### src/rtl/bp_pkg.sv
// Package for the window limit checker: sequencer state encoding and
// a helper that gives the mid-scale code for a DAC width.
package bp_pkg;

    typedef enum logic [1:0] {
        ST_IDLE = 2'd0,
        ST_SAMP = 2'd1,
        ST_LOW  = 2'd2,
        ST_HIGH = 2'd3
    } bp_state_t;

    // Mid-scale code: only the most significant bit set.
    function automatic logic [15:0] mid_code(input int w);
        logic [15:0] r;
        r = '0;
        r[w-1] = 1'b1;
        return r;
    endfunction

endpackage

### src/rtl/bp_enable_timer.sv
// Enable settling timer.
// Counts consecutive cycles with the converter enable high and raises
// `ready` once WAIT_CYC cycles have passed. It restarts whenever the
// enable is low.
// Assumes: conv_en is synchronous to clk.
module bp_enable_timer #(
    parameter int WAIT_CYC = 10
) (
    input  logic clk,
    input  logic rst_n,
    input  logic conv_en,
    output logic ready
);
    localparam int CW = $clog2(WAIT_CYC + 1);
    localparam logic [CW-1:0] LAST = CW'(WAIT_CYC);

    logic [CW-1:0] cnt;

    // Count enabled cycles, saturating at the wait length.
    always_ff @(posedge clk) begin
        if (!rst_n || !conv_en) cnt <= '0;
        else if (cnt != LAST)   cnt <= cnt + 1'b1;
    end

    assign ready = (cnt == LAST);
endmodule

### src/rtl/bp_dwell.sv
// Dwell counter.
// Counts cycles spent in the current phase, saturating at `term`, and
// flags the cycle in which the count equals `term`. Clearing it puts
// the count back to zero for the next phase.
// Assumes: term is stable while the counter is not being cleared.
module bp_dwell #(
    parameter int CNT_W = 4
) (
    input  logic             clk,
    input  logic             rst_n,
    input  logic             clr,
    input  logic [CNT_W-1:0] term,
    output logic             at_term
);
    logic [CNT_W-1:0] cnt;

    // Advance the phase count; hold at the terminal value.
    always_ff @(posedge clk) begin
        if (!rst_n || clr)  cnt <= '0;
        else if (!at_term)  cnt <= cnt + 1'b1;
    end

    assign at_term = (cnt == term);
endmodule

### src/rtl/bp_seq.sv
// Window check sequencer.
// Phases: sample at mid-scale, hold with the lower limit, then hold
// with the upper limit. The lower check trips on a high comparator and
// skips the upper check. Limits in the wrong order are rejected at
// start. Losing the enable while a limit is driven aborts the run.
// Assumes: cmp_out is already synchronous to clk.
module bp_seq #(
    parameter int DAC_W      = 10,
    parameter int SAMPLE_CYC = 3,
    parameter int SETTLE_CYC = 4,
    parameter int CNT_W      = 4
) (
    input  logic             clk,
    input  logic             rst_n,
    input  logic             conv_en,
    input  logic             en_ready,
    input  logic             start,
    input  logic [DAC_W-1:0] lo_limit,
    input  logic [DAC_W-1:0] hi_limit,
    input  logic             cmp_out,
    input  logic             at_term,
    output logic             dwell_clr,
    output logic [CNT_W-1:0] dwell_term,
    output logic             busy,
    output logic [DAC_W-1:0] dac_code,
    output logic             hold_n_sample,
    output logic             done,
    output logic             pass
);
    import bp_pkg::*;

    localparam logic [DAC_W-1:0] MID = DAC_W'(mid_code(DAC_W));
    localparam logic [CNT_W-1:0] SAMP_LAST   = CNT_W'(SAMPLE_CYC - 1);
    localparam logic [CNT_W-1:0] SETTLE_LAST = CNT_W'(SETTLE_CYC - 1);

    bp_state_t        st, nxt;
    logic [DAC_W-1:0] lo_q, hi_q;
    logic             accept, bad_order, finish, verdict;

    assign accept    = (st == ST_IDLE) && start;
    assign bad_order = lo_limit > hi_limit;

    // Next-state and completion decision for each phase.
    always_comb begin
        nxt     = st;
        finish  = 1'b0;
        verdict = 1'b0;
        unique case (st)
            ST_IDLE: if (accept && !bad_order) nxt = ST_SAMP;
            ST_SAMP: if (at_term && en_ready) nxt = ST_LOW;
            ST_LOW: begin
                if (!conv_en) begin
                    finish = 1'b1;
                    nxt    = ST_IDLE;
                end else if (at_term) begin
                    if (cmp_out) begin
                        finish = 1'b1;
                        nxt    = ST_IDLE;
                    end else begin
                        nxt = ST_HIGH;
                    end
                end
            end
            ST_HIGH: begin
                if (!conv_en) begin
                    finish = 1'b1;
                    nxt    = ST_IDLE;
                end else if (at_term) begin
                    finish  = 1'b1;
                    verdict = cmp_out;
                    nxt     = ST_IDLE;
                end
            end
            default: nxt = ST_IDLE;
        endcase
    end

    // Phase register.
    always_ff @(posedge clk) begin
        if (!rst_n) st <= ST_IDLE;
        else        st <= nxt;
    end

    // Capture the limits when a run is accepted.
    always_ff @(posedge clk) begin
        if (!rst_n) begin
            lo_q <= '0;
            hi_q <= '0;
        end else if (accept) begin
            lo_q <= lo_limit;
            hi_q <= hi_limit;
        end
    end

    // Result flags: cleared or set by a start, set at the end of a run.
    always_ff @(posedge clk) begin
        if (!rst_n) begin
            done <= 1'b0;
            pass <= 1'b0;
        end else if (accept) begin
            done <= bad_order;
            pass <= 1'b0;
        end else if (finish) begin
            done <= 1'b1;
            pass <= verdict;
        end
    end

    // Dwell control: restart on every phase change, pick the phase length.
    assign dwell_clr  = (nxt != st) || (st == ST_IDLE);
    assign dwell_term = (st == ST_SAMP) ? SAMP_LAST : SETTLE_LAST;

    // Converter drive: a limit during hold phases, mid-scale otherwise.
    always_comb begin
        unique case (st)
            ST_LOW:  begin dac_code = lo_q; hold_n_sample = 1'b1; end
            ST_HIGH: begin dac_code = hi_q; hold_n_sample = 1'b1; end
            default: begin dac_code = MID;  hold_n_sample = 1'b0; end
        endcase
    end

    assign busy = (st != ST_IDLE);
endmodule

### src/rtl/bracket_probe.sv
// Comparator window limit checker, top level.
// Brackets an analog input between two limit codes with two comparator
// checks instead of a full conversion. It enforces a settling wait after
// the converter is enabled and keeps mid-scale during sampling.
// Assumes: EN_WAIT_PS and CLK_PERIOD_PS are positive; SAMPLE_CYC and
// SETTLE_CYC are at least 1.
module bracket_probe #(
    parameter int DAC_W         = 10,
    parameter int CLK_PERIOD_PS = 20000,
    parameter int EN_WAIT_PS    = 200000,
    parameter int SAMPLE_CYC    = 3,
    parameter int SETTLE_CYC    = 4
) (
    input  logic             clk,
    input  logic             rst_n,
    input  logic             conv_en,
    input  logic             start,
    input  logic [DAC_W-1:0] lo_limit,
    input  logic [DAC_W-1:0] hi_limit,
    input  logic             cmp_out,
    output logic [DAC_W-1:0] dac_code,
    output logic             hold_n_sample,
    output logic             done,
    output logic             pass
);
    localparam int EN_WAIT_CYC = (EN_WAIT_PS + CLK_PERIOD_PS - 1) / CLK_PERIOD_PS;
    localparam int MAX_DWELL   = (SAMPLE_CYC > SETTLE_CYC) ? SAMPLE_CYC : SETTLE_CYC;
    localparam int CNT_W       = $clog2(MAX_DWELL + 1);

    logic             en_ready;
    logic             dwell_clr;
    logic             at_term;
    logic [CNT_W-1:0] dwell_term;
    logic             seq_busy;

    bp_enable_timer #(.WAIT_CYC(EN_WAIT_CYC)) i_timer (
        .clk     (clk),
        .rst_n   (rst_n),
        .conv_en (conv_en),
        .ready   (en_ready)
    );

    bp_dwell #(.CNT_W(CNT_W)) i_dwell (
        .clk     (clk),
        .rst_n   (rst_n),
        .clr     (dwell_clr),
        .term    (dwell_term),
        .at_term (at_term)
    );

    bp_seq #(
        .DAC_W      (DAC_W),
        .SAMPLE_CYC (SAMPLE_CYC),
        .SETTLE_CYC (SETTLE_CYC),
        .CNT_W      (CNT_W)
    ) i_seq (
        .clk           (clk),
        .rst_n         (rst_n),
        .conv_en       (conv_en),
        .en_ready      (en_ready),
        .start         (start),
        .lo_limit      (lo_limit),
        .hi_limit      (hi_limit),
        .cmp_out       (cmp_out),
        .at_term       (at_term),
        .dwell_clr     (dwell_clr),
        .dwell_term    (dwell_term),
        .busy          (seq_busy),
        .dac_code      (dac_code),
        .hold_n_sample (hold_n_sample),
        .done          (done),
        .pass          (pass)
    );
endmodule

### config.mk
export PLATFORM = sky130hd
export DESIGN_NAME = bracket_probe
export DESIGN_NICKNAME = d
export VERILOG_FILES = /design/src/rtl/bp_pkg.sv /design/src/rtl/bp_enable_timer.sv /design/src/rtl/bp_dwell.sv /design/src/rtl/bp_seq.sv /design/src/rtl/bracket_probe.sv
export SDC_FILE = /design/constraint.sdc
export NUM_CORES = 1
export LEC_CHECK = 0
export CAP_MARGIN = 20
export CORE_UTILIZATION = 50
export CTS_CLUSTER_SIZE = 8
export DETAILED_ROUTE_END_ITERATION = 16
export HOLD_SLACK_MARGIN = 0.12
export PLACE_DENSITY = 0.79
export SLEW_MARGIN = 15
export SYNTH_ARGS = -nofsm -noshare
export SYNTH_HDL_FRONTEND = slang
export SYNTH_SLANG_ARGS = --single-unit
export TNS_END_PERCENT = 100
### constraint.sdc
create_clock -name clk -period 1.9 [get_ports clk]
set_clock_uncertainty 0.05 [all_clocks]
set_input_delay 0.19 -clock clk [delete_from_list [all_inputs] [get_ports clk]]
set_output_delay 0.19 -clock clk [all_outputs]
set_load 0.005 [all_outputs]
After elaboration in Yosys (flattened, before gate mapping) --
Cells that the tools add are included.
Storage, ports and cells: flip-flop bits (word level) 31, latch bits 0, RAM bits 0, bits in read-only memories 0, input bits 25, logic and storage cells 53, memories 0
Cells by class: $add $sub $neg 2, multiply operators 0, div/mod/pow operators 0, magnitude comparators 1, equal/unequal tests 7, shift-type cells 0, multiplexer cells 22, bitwise gates (word level) 1, reductions and logical operators 13
Operators by type and width (number):
- 10-bit one-hot mux with 2 select lines | 1
- 2-bit two-way mux | 7
- 1-bit two-way mux | 12
- 10-bit greater-than comparator | 1
- 2-bit one-hot mux with 4 select lines | 1
- 4-bit by 1-bit adder with 4-bit output, second input constant | 1
- 2-bit equality test, second input constant | 2
- 4-bit equality test, second input constant | 1
- 4-bit != test, second input constant | 1
- 2-bit OR reduction | 2
- 3-bit by 1-bit adder with 3-bit output, second input constant | 1
- 3-bit equality test | 1
- 1-bit logical AND | 3
- 1-bit zero test | 3
- 1-bit logical OR | 3
- 2-bit by 1-bit equality test with 1-bit output, second input constant | 1
- 2-bit zero test | 1
- 2-bit != test | 1
- 1-bit one-hot mux with 2 select lines | 1
- 2-bit nonzero test | 1
- 1-bit inverter | 1

Longest topological paths before layout --
Gate-level depths: netlist of the first run.
word-level depth 9, gate-level depth with buffers 7

Hierarchy --
A second synthesis of the first run with hierarchy kept.
Second synthesis, totals: cell total of the unflattened synthesis 227, area total of the unflattened synthesis 1821.7 um^2
Modules (own cells, without submodules):
- bp_seq | times used 1, cells an instance 184, area each 1420.1 um^2, seq. area each 480.5 um^2
- bp_enable_timer | times used 1, cells an instance 22, area each 217.7 um^2, seq. area each 80.1 um^2
- bp_dwell | times used 1, cells an instance 21, area each 183.9 um^2, seq. area each 60.1 um^2

Worst setup path after synthesis of the first run --
OpenSTA, ideal clock, no wires.
path type in2reg, start input hi_limit[9], end register i_seq.st[0], library setup time 125 ps, data arrival time 1564 ps, data required time 1725 ps, slack 161 ps, stages on the path 6, buffers on the path 0, path through inv_1 -> ha_1 -> nand4_2 -> o311a_1 -> o211a_1 -> o41a_1
Between the ends: longest elaborated chain between the ends 5
RTL lines:
- from (decl) | RTL line bracket_probe.sv:19 | input logic [DAC_W-1:0] hi_limit,
- 10-bit greater-than comparator | RTL line bp_seq.sv:41 | assign bad_order = lo_limit > hi_limit;
- 1-bit zero test | RTL line bp_seq.sv:49 | ST_IDLE: if (accept && !bad_order) nxt = ST_SAMP;
- 1-bit logical AND | RTL line bp_seq.sv:49
- 2-bit two-way mux | RTL line bp_seq.sv:49
- 2-bit one-hot mux with 4 select lines | RTL line bp_seq.sv:48 | unique case (st)
- to (signal assigned) | RTL line bp_seq.sv:81 | else st <= nxt;
- to (decl) | RTL line bp_seq.sv:36 | bp_state_t st, nxt;
No other way between the ends. A chain may end at the register's enable or synchronous reset.

Worst setup path in the final report of the first run --
start register i_seq.st[0], end output dac_code[8]
Between the ends: longest elaborated chain between the ends 2, elaborated cells on any way between the ends 3, those cells by class eq/ne (2); mux (1)
RTL lines:
- 2-bit equality test | RTL line bp_seq.sv:115 | unique case (st)
- 10-bit one-hot mux with 2 select lines * | RTL line bp_seq.sv:115
- to (decl) | RTL line bracket_probe.sv:21 | output logic [DAC_W-1:0] dac_code,
Every way passes the cells marked *; elsewhere a longest branch is shown, timed or not.

==> flow_summary.yaml, run 1 <==
status:
  outcome: "finished, final reports clean"
sta:
  max_freq_ghz: 0.534
  setup_tns_ns: 0
  setup_viol: 0
  whs_ns: 0.127
  fin_ws_ns: 0.0281
  finalHoldViolCount: 0
  fin_crit_sh_pct: 98.5
  rsz0062_at_grt: "yes"
  worst_pin_slew_ns: 0.396
  relSlewSlack_pct: 73.4
  period_minus_slack_ns: 1.87
  maxSlewViolCount: 0
power:
  total_power_w: 0.00135
  pwr-share-comb_pct: 22.4
  pwr-share-seq_pct: 52.6
  pwr-share-clk_pct: 25.0
  p_int_w: 0.000970
  ir_worst_vdd_mv: 0.368
  p_switching_w: 0.000375
  swShare_pct: 27.9
  power.leakage_nw: 1.09
  p_per_area_mw_per_mm2: 559
critical_path:
  critPathMaxStageDelay_ns: 0.51
  slowest_stage: "clkdlybuf4s50_1"
  startpoint_type: "flop"
  worstSetupPathType: "reg2out"
  critical-path-top-delay-family: "buffers and inverters"
  cp-end-kind: "primary output"
  crit_chain: "buf_8 > mux2i_1 > nor2b_1 > clkdlybuf4s50_1"
  cp.buffers_inverters: 2
  cp.arrival_ns: 1.63
  required_ns: 1.66
  crit_fanout: 13
synthesis:
  ys_top_cells_by_area: "dfxtp_1 35%, nand2_1 10%, ha_1 9.2%"
  yosys.area.top_type_share_pct: 35.1
  synth_flop_cell: "dfxtp_1"
  syn_inst: 215
  ys_top_cells_by_count: "48 x nand2_1, 31 x dfxtp_1, 21 x a21boi_0"
  ys_types: 36
  synth_seq_cells: 31
  synth_most_common_cell: "nand2_1"
  yosys.area.top_type: "dfxtp_1"
  syn-cell-area_mm2: 0.00177
  synth-warning-count: 0
  synth-edff-count: 0
  yosysSeqAreaShare_pct: 35.1
  ys_async_sr_fraction_pct: 0
  syn_nets: 253
  avgSynthCellArea_um2: 8.22
detailed_routing:
  num_vias: 1595
  drt_wl_total_mm: 4.04
  drtIter0Drc: 84
  routed_via_density: 5.16
  ant_nets: 0
  drc: 0
  firstDrtPassIters: 5
  routedWlPerCell_um: 13.1
global_routing:
  globalRouteMet3Util_pct: 3.15
  grt_pass1_wl_mm: 6.23
  overflow: 0
  grt_max_degree: 26
  top_usage_layer: "met2"
  grt_pass1_vias: 1458
  antenna_found_initial: 0
  grt_util_all_layers_pct: 22.8
  grtUsageMet1_pct: 29.0
  use_met2_pct: 38.0
place:
  numPortBuffers: 37
  gp_congestion: 0.827
  dp.cells: 302
  pre_cts_slack_ns: -0.426
  dp_hpwl_mm: 2.87
cts:
  cts_hold_buf: 0
  clkTransAtPathRegs_ns: 0.09
  clock_latency_ns: 0.33
  cts_inserted_buffers: 5
  cts-htree-levels: 2
  cts.path.max_buffers: 2
  cts_tree: "done"
  clock-sinks: 31
  clockRootBuffer: "clkbuf_4"
die:
  die_w_um: 61.4
  core_mm2: 0.00336
  ios: 38
  dieArea_mm2: 0.00377
  initial_utilization_pct: 52.5
  chipHeight_um: 61.4
  std_cell_rows: 21
cells_and_area:
  nNetsFinal: 302
  diodes: 0
  synthToLayoutAreaGrowth_pct: 36.3
  instances_no_fill: 309
  layout-drive-gt1-share_pct: 14.8
min_path:
  hold_class: "in2reg"
run:
  cap_violations: 0
-- power groups by stage --
stage	Combinational, W	Sequential (W)	Clock (W)
floorplan	0.000164	0.000716	0
global placement	0.000276	0.000722	0
detailed placement	0.000281	0.000723	0
CTS	0.000295	0.000709	0.000344
global route	0.000334	0.000714	0.000374
finish	0.000301	0.000708	0.000336
-- tightest hold or removal path: stages --
cell and delay (ns):
dlymetal6s2s_1 0.14, nand2_1 0.05, a21boi_0 0.07
-- logic make-up (layout without fill, tap and decap cells) --
group | count (synthesis) | count (layout) | synth area share [%]
and+or+nand+nor | 88 | 88 | 22.8
AOI/OAI and AO/OA | 41 | 41 | 17.4
adders and majority gates | 13 | 13 | 9.21
xor gates and xnor gates | 6 | 6 | 2.98
buffers and inverters | 24 | 72 | 5.60
DFF | 31 | 31 | 35.1
muxes | 12 | 12 | 6.87
-- worst paths after layout --
kind	end	depth (start not counted)	start	slack (ns)
worst max-delay path	dac_code[8]	4	i_seq.st[0]	0.03
worst max register to register	i_dwell.cnt[2]	5	i_dwell.cnt[0]	0.18
worst min register to register	i_seq.hi_q[7]	2	i_seq.hi_q[7]	0.41
worst min-delay path	i_seq.hi_q[9]	3	hi_limit[9]	0.13
-- placed cells by master, fill, tap and decap left out, types with 9 or more instances in the layout --
cell,instances
nor2_1,13
dlygate4sd2_1,9
buf_4,14
clkdlybuf4s50_1,17
dfxtp_1,29
dlymetal6s2s_1,11
nor2b_1,10
mux2i_1,10
a21boi_0,21
nand2_1,48
-- stage by stage --
| step | util (%) | instance area, µm² |
|---|---|---|
| after floorplan | - | 1770 |
| after global placement | 67.1 | 2260 |
| after detailed placement | 67.1 | 2260 |
| after CTS | 70.2 | 2360 |
| after global routing | 71.6 | 2410 |
| final | 71.6 | 2410 |
-- sequential cells by signal (all words and copies together) (netlist names) --
name,count
i_seq.st,2
i_dwell.cnt,3
i_seq.done,1
i_timer.cnt,4
i_seq.hi_q,10
i_seq.pass,1
i_seq.lo_q,10
-- layout make-up --
cell class | instances | area (µm²)
Timing Repair Buffer | 53 | 518
Fill cell | 281 | 956
Inverter | 13 | 48.8
Tap cell | 46 | 57.6
Sequential cell | 31 | 628
Multi-Input combinational cell | 160 | 1110
Clock buffer | 6 | 41.3
-- routing by layer --
layer  vias to the layer above  part of all wire, %
met5                         -                    0
met4                         0                  2.4
met3                        10                  3.8
met2                        49                   48
met1                       717                   46
li1                        819                    -
-- repair_timing --
action / CTS / global route
gates resized for setup: 23 / 15
buffers inserted: 1 / 0
pin swaps: 3 / 4
endpoints found under the hold margin: 0 / 0
endpoints found under the setup margin: 12 / 10
(Power assumes the default switching activity.)
==> run 2, diff against run 1 <==
MAX_ROUTING_LAYER = met4   (was default)
PLACE_DENSITY = default   (was 0.79)
PLACE_DENSITY_LB_ADDON = 0.12   (was default)
REMOVE_ABC_BUFFERS = 1   (was default)
==> run 2 against run 1 <==
Net effect: die area stayed put; sequential share of layout area is 2.6 points lower; design area is 11% higher; utilization is 7.9 points higher; sequential power hardly changed; global-route usage is 1.4 points higher; largest power group unchanged; critical path type unchanged; via count is 6.4% higher; clock power is 65% higher; power is 20% higher.
==> flow_summary.yaml, run 2 (synthesis gave the netlist of run 1 again) <==
global_routing:
  grt_pass1_wl_mm: 6.33
  grt_pass1_vias: 1445
  overflow: 0
  grt_max_degree: 26
  grt_util_all_layers_pct: 24.2
  antenna_found_initial: 0
die:
  std_cell_rows: 21
  initial_utilization_pct: 52.5
  ios: 38
  core_mm2: 0.00336
  die_w_um: 61.4
  dieArea_mm2: 0.00377
  chipHeight_um: 61.4
sta:
  fin_ws_ns: 0.0655
  maxSlewViolCount: 0
  max_freq_ghz: 0.545
  relSlewSlack_pct: 80.2
  setup_viol: 0
  fin_crit_sh_pct: 96.6
  finalHoldViolCount: 0
  period_minus_slack_ns: 1.83
  whs_ns: 0.121
  worst_pin_slew_ns: 0.295
detailed_routing:
  routedWlPerCell_um: 14.0
  routed_via_density: 5.16
  drc: 0
  ant_nets: 0
  num_vias: 1697
  drtIter0Drc: 76
  firstDrtPassIters: 4
  drt_wl_total_mm: 4.62
power:
  ir_worst_vdd_mv: 0.382
  p_per_area_mw_per_mm2: 603
  power.leakage_nw: 1.24
cells_and_area:
  fillers: 248
  stdcell_area_mm2: 0.00267
  nNetsFinal: 320
  reg_top3: "i_seq.hi_q x10, i_seq.lo_q x10, i_timer.cnt x4"
  final_core_util_pct: 79.5
  instances_no_fill: 329
  synthToLayoutAreaGrowth_pct: 51.3
  final_common_cell: "nand2_1"
  mostFrequentLayoutCells: "48 x nand2_1, 29 x dfxtp_1, 23 x buf_4"
  diodes: 0
  layout-drive-gt1-share_pct: 19.4
cts:
  cts.path.max_buffers: 2
  clock-sinks: 31
  cts-htree-levels: 2
  clkTransAtPathRegs_ns: 0.09
  clockRootBuffer: "clkbuf_4"
  clock_latency_ns: 0.35
  cts_tree: "done"
  cts_inserted_buffers: 5
place:
  dpl_cell_area_mm2: 0.00229
  numPortBuffers: 37
  dp_hpwl_mm: 2.94
  gp_congestion: 0.773
  dp.cells: 307
  pre_cts_slack_ns: -0.380
critical_path:
  worstSetupPathType: "reg2out"
  critPathMaxStageDelay_ns: 0.51
  reg2reg_setup_slack_ns: 0.25
  cp-end-kind: "primary output"
  startpoint_type: "flop"
  crit_chain: "buf_6 > mux2i_1 > nor2b_1 > clkdlybuf4s50_1"
  cp.arrival_ns: 1.59
  slowest_stage: "clkdlybuf4s50_1"
  crit_fanout: 6
  required_ns: 1.66
min_path:
  hold_class: "in2reg"
status:
  outcome: "finished, final reports clean"
run:
  cap_violations: 0
run 2: cell count changes in the layout (fill, tap and decap cells not counted), moves of 2 or more:
cell,before,now
ha_4,5,7
dlygate4sd3_1,0,8
dlygate4sd2_1,9,1
buf_4,14,23
ha_1,8,6
dlymetal6s2s_1,11,17
clkdlybuf4s50_1,17,19
run 2: worst max-delay path: cells and delay by family, from the launching register on:
family / cells / cell delay, ns
buffers and inverters: 2 / 0.65
DFF: 1 / 0.38
muxes: 1 / 0.11
and+or+nand+nor: 1 / 0.11
run 2: per-layer routing:
layer | vias to the layer above | track usage (%) | share of wire [%]
met5 | - | - | 0
met4 | 0 | 8.57 | 1.9
met3 | 11 | 7.77 | 2.9
met2 | 32 | 39.6 | 50
met1 | 790 | 27.9 | 45
li1 | 864 | - | -
run 2: final cells by class:
cell class,instances,area [µm²],area share (%)
Clock buffer,6,51.3,1.92
Sequential cell,31,628,23.5
Tap cell,46,57.6,2.15
Timing Repair Buffer,71,711,26.6
Inverter,13,48.8,1.83
Multi-Input combinational cell,160,1140,42.7
Clock inverter,2,35.0,1.31
run 2: per-stage QoR:
stage	total power, W	setup TNS [ns]
6_report	0.00161	0
3_5_place_dp	0.00101	-0.611
3_3_place_gp	0.00101	-0.626
2_1_floorplan	0.000868	-0.361
4_1_cts	0.00157	0
5_1_grt	0.00169	-0.0145
run 2: power by group:
| group | leakage, nW | internal, W | switching, W | total (W) |
|---|---|---|---|---|
| Clock | 0.0482 | 0.000311 | 0.000245 | 0.000555 |
| Combinational | 0.932 | 0.000190 | 0.000158 | 0.000348 |
| Sequential | 0.255 | 0.000684 | 0.0000231 | 0.000708 |
| Total | 1.24 | 0.00118 | 0.000426 | 0.00161 |
run 2: path summary, 6_finish.rpt:
kind | startpoint | to | cells after the start
setup reg to reg | i_dwell.cnt[2] | i_dwell.cnt[2] | 5
setup / recovery | i_seq.st[0] | dac_code[7] | 4
hold reg to reg | i_seq.lo_q[3] | i_seq.lo_q[3] | 2
hold / removal | hi_limit[5] | i_seq.hi_q[5] | 3
run 2: repair_timing:
| action | in CTS | in global routing |
|---|---|---|
| hold buffers | 0 | 8 |
| setup endpoints to repair | 10 | 10 |
| endpoints found under the hold margin | 0 | 8 |
| pin swaps | 1 | 3 |
| gates resized for setup | 7 | 32 |
| buffers inserted | 0 | 6 |
==> run 3, diff against run 2 <==
HOLD_SLACK_MARGIN = 0.08   (was 0.12)
==> run 3 against run 2 <==
Net effect: critical path depth did not move; wire length decreased by 5.2%; sequential share of layout area up 0.54 points; first-iteration DRC count is 7.9% higher; die area unchanged; non-clock buffer count shrank 6; hold slack got worse by 0.046 ns; clock power is essentially flat; flip-flop and latch count is the same; maximum frequency fell by 0.19%; combinational power fell by 3%; global-route usage did not move; critical path type unchanged; highest routed layer unchanged.
==> flow_summary.yaml, run 3 (synthesis gave the netlist of run 1 again) <==
global_routing:
  grt_pass1_vias: 1445
  grt_util_all_layers_pct: 24.2
  antenna_found_initial: 0
  grt_max_degree: 26
  grt_pass1_wl_mm: 6.33
  overflow: 0
power:
  swShare_pct: 26.5
  total_power_w: 0.00160
  p_switching_w: 0.000424
  pwr-share-comb_pct: 21.0
  power.leakage_nw: 1.21
  pwr-share-clk_pct: 34.9
  pwr-share-seq_pct: 44.2
  ir_worst_vdd_mv: 0.380
  p_int_w: 0.00118
  p_per_area_mw_per_mm2: 613
cells_and_area:
  reg_top3: "i_seq.hi_q x10, i_seq.lo_q x10, i_timer.cnt x4"
  synthToLayoutAreaGrowth_pct: 47.9
  diodes: 0
  mostFrequentLayoutCells: "48 x nand2_1, 29 x dfxtp_1, 23 x buf_4"
  final_common_cell: "nand2_1"
  nNetsFinal: 314
  layout-drive-gt1-share_pct: 19.9
  final_core_util_pct: 77.7
detailed_routing:
  firstDrtPassIters: 4
  num_vias: 1659
  routedWlPerCell_um: 13.6
  ant_nets: 0
  drt_wl_total_mm: 4.38
  drtIter0Drc: 82
  routed_via_density: 5.14
  drc: 0
cts:
  cts.path.max_buffers: 2
  clock_latency_ns: 0.35
  cts_inserted_buffers: 5
  cts-htree-levels: 2
  clockRootBuffer: "clkbuf_4"
  clkTransAtPathRegs_ns: 0.11
  cts_tree: "done"
  clock-sinks: 31
sta:
  period_minus_slack_ns: 1.84
  fin_crit_sh_pct: 96.7
  maxSlewViolCount: 0
  worst_pin_slew_ns: 0.290
  setup_viol: 0
  finalHoldViolCount: 0
  relSlewSlack_pct: 80.5
  max_freq_ghz: 0.544
place:
  gp_congestion: 0.773
  dp_hpwl_mm: 2.94
  numPortBuffers: 37
critical_path:
  worstSetupPathType: "reg2out"
  crit_chain: "buf_6 > mux2i_1 > nor2b_1 > clkdlybuf4s50_1"
  crit_fanout: 6
  cp-end-kind: "primary output"
  critPathMaxStageDelay_ns: 0.51
  slowest_stage: "clkdlybuf4s50_1"
  cp.buffers_inverters: 2
  startpoint_type: "flop"
  rr_worst_depth: 5
  required_ns: 1.66
  cp.depth: 4
  cp.arrival_ns: 1.60
  critical-path-top-delay-family: "buffers and inverters"
die:
  die_w_um: 61.4
  initial_utilization_pct: 52.5
  std_cell_rows: 21
  dieArea_mm2: 0.00377
  core_mm2: 0.00336
  chipHeight_um: 61.4
  ios: 38
min_path:
  hold_class: "in2reg"
  hold_depth: 3
status:
  outcome: "finished, final reports clean"
run:
  cap_violations: 0
==> run 3: changes by cell type in the layout (fill, tap and decap cells not counted) <==
cell / delta
dlygate4sd3_1: -6
==> run 3: final timing paths <==
kind / start / end / slack [ns]
hold / removal: hi_limit[8] / i_seq.hi_q[8] / 0.08
setup / recovery: i_seq.st[0] / dac_code[7] / 0.06
hold reg to reg: i_seq.lo_q[3] / i_seq.lo_q[3] / 0.42
setup reg to reg: i_dwell.cnt[2] / i_dwell.cnt[2] / 0.25
==> run 3: final cells by class <==
type	count	area, µm²
multi-input cells	160	1140
fillers	260	751
repair buffers	65	651
flip-flops and latches	31	628
well taps	46	57.6
clock buffers	6	51.3
inverters	13	48.8
clock inverters	2	35.0
==> run 3: worst min-delay path: cells and delay by family <==
kind,cells,cell delay (ns)
AO/OA/AOI/OAI,1,0.06
buffers and inverters,1,0.14
AND/OR/NAND/NOR,1,0.06
==> run 3: what timing repair did <==
action / 4_1_cts / 5_1_grt
hold buffers: 0 / 2
pin swaps: 1 / 3
hold endpoints to repair: 0 / 2
setup endpoints to repair: 10 / 10
setup buffers: 0 / 6
resized for setup: 7 / 32
==> run 3: metrics by stage <==
step | TNS, ns | cells | setup slack, ns | hold WS [ns] | area, µm²
floorplan | -0.361 | 204 | -0.158 | 0.274 | 1720
global placement | -0.626 | 307 | -0.380 | 0.401 | 2290
detailed placement | -0.611 | 307 | -0.380 | 0.406 | 2290
CTS | 0 | 315 | 0.00227 | 0.367 | 2410
global route | -0.0140 | 323 | -0.00958 | 0.0876 | 2610
finish | 0 | 323 | 0.0619 | 0.0752 | 2610
==> run 3: power by group through the flow <==
stage	registers, W	logic [W]	clock network (W)
3_3_place_gp	0.000722	0.000283	0
3_5_place_dp	0.000723	0.000287	0
2_1_floorplan	0.000728	0.000140	0
6_report	0.000707	0.000336	0.000558
4_1_cts	0.000709	0.000296	0.000562
5_1_grt	0.000711	0.000372	0.000599
==> run 3: routing by layer <==
layer	share of wire [%]	wire length, µm	up-vias	global-route usage, %
met3	3.5	153	6	7.77
met2	49	2150	24	39.6
met4	1.3	55	0	8.57
met1	46	2020	781	27.9
met5	0	0	-	-
li1	-	-	848	-
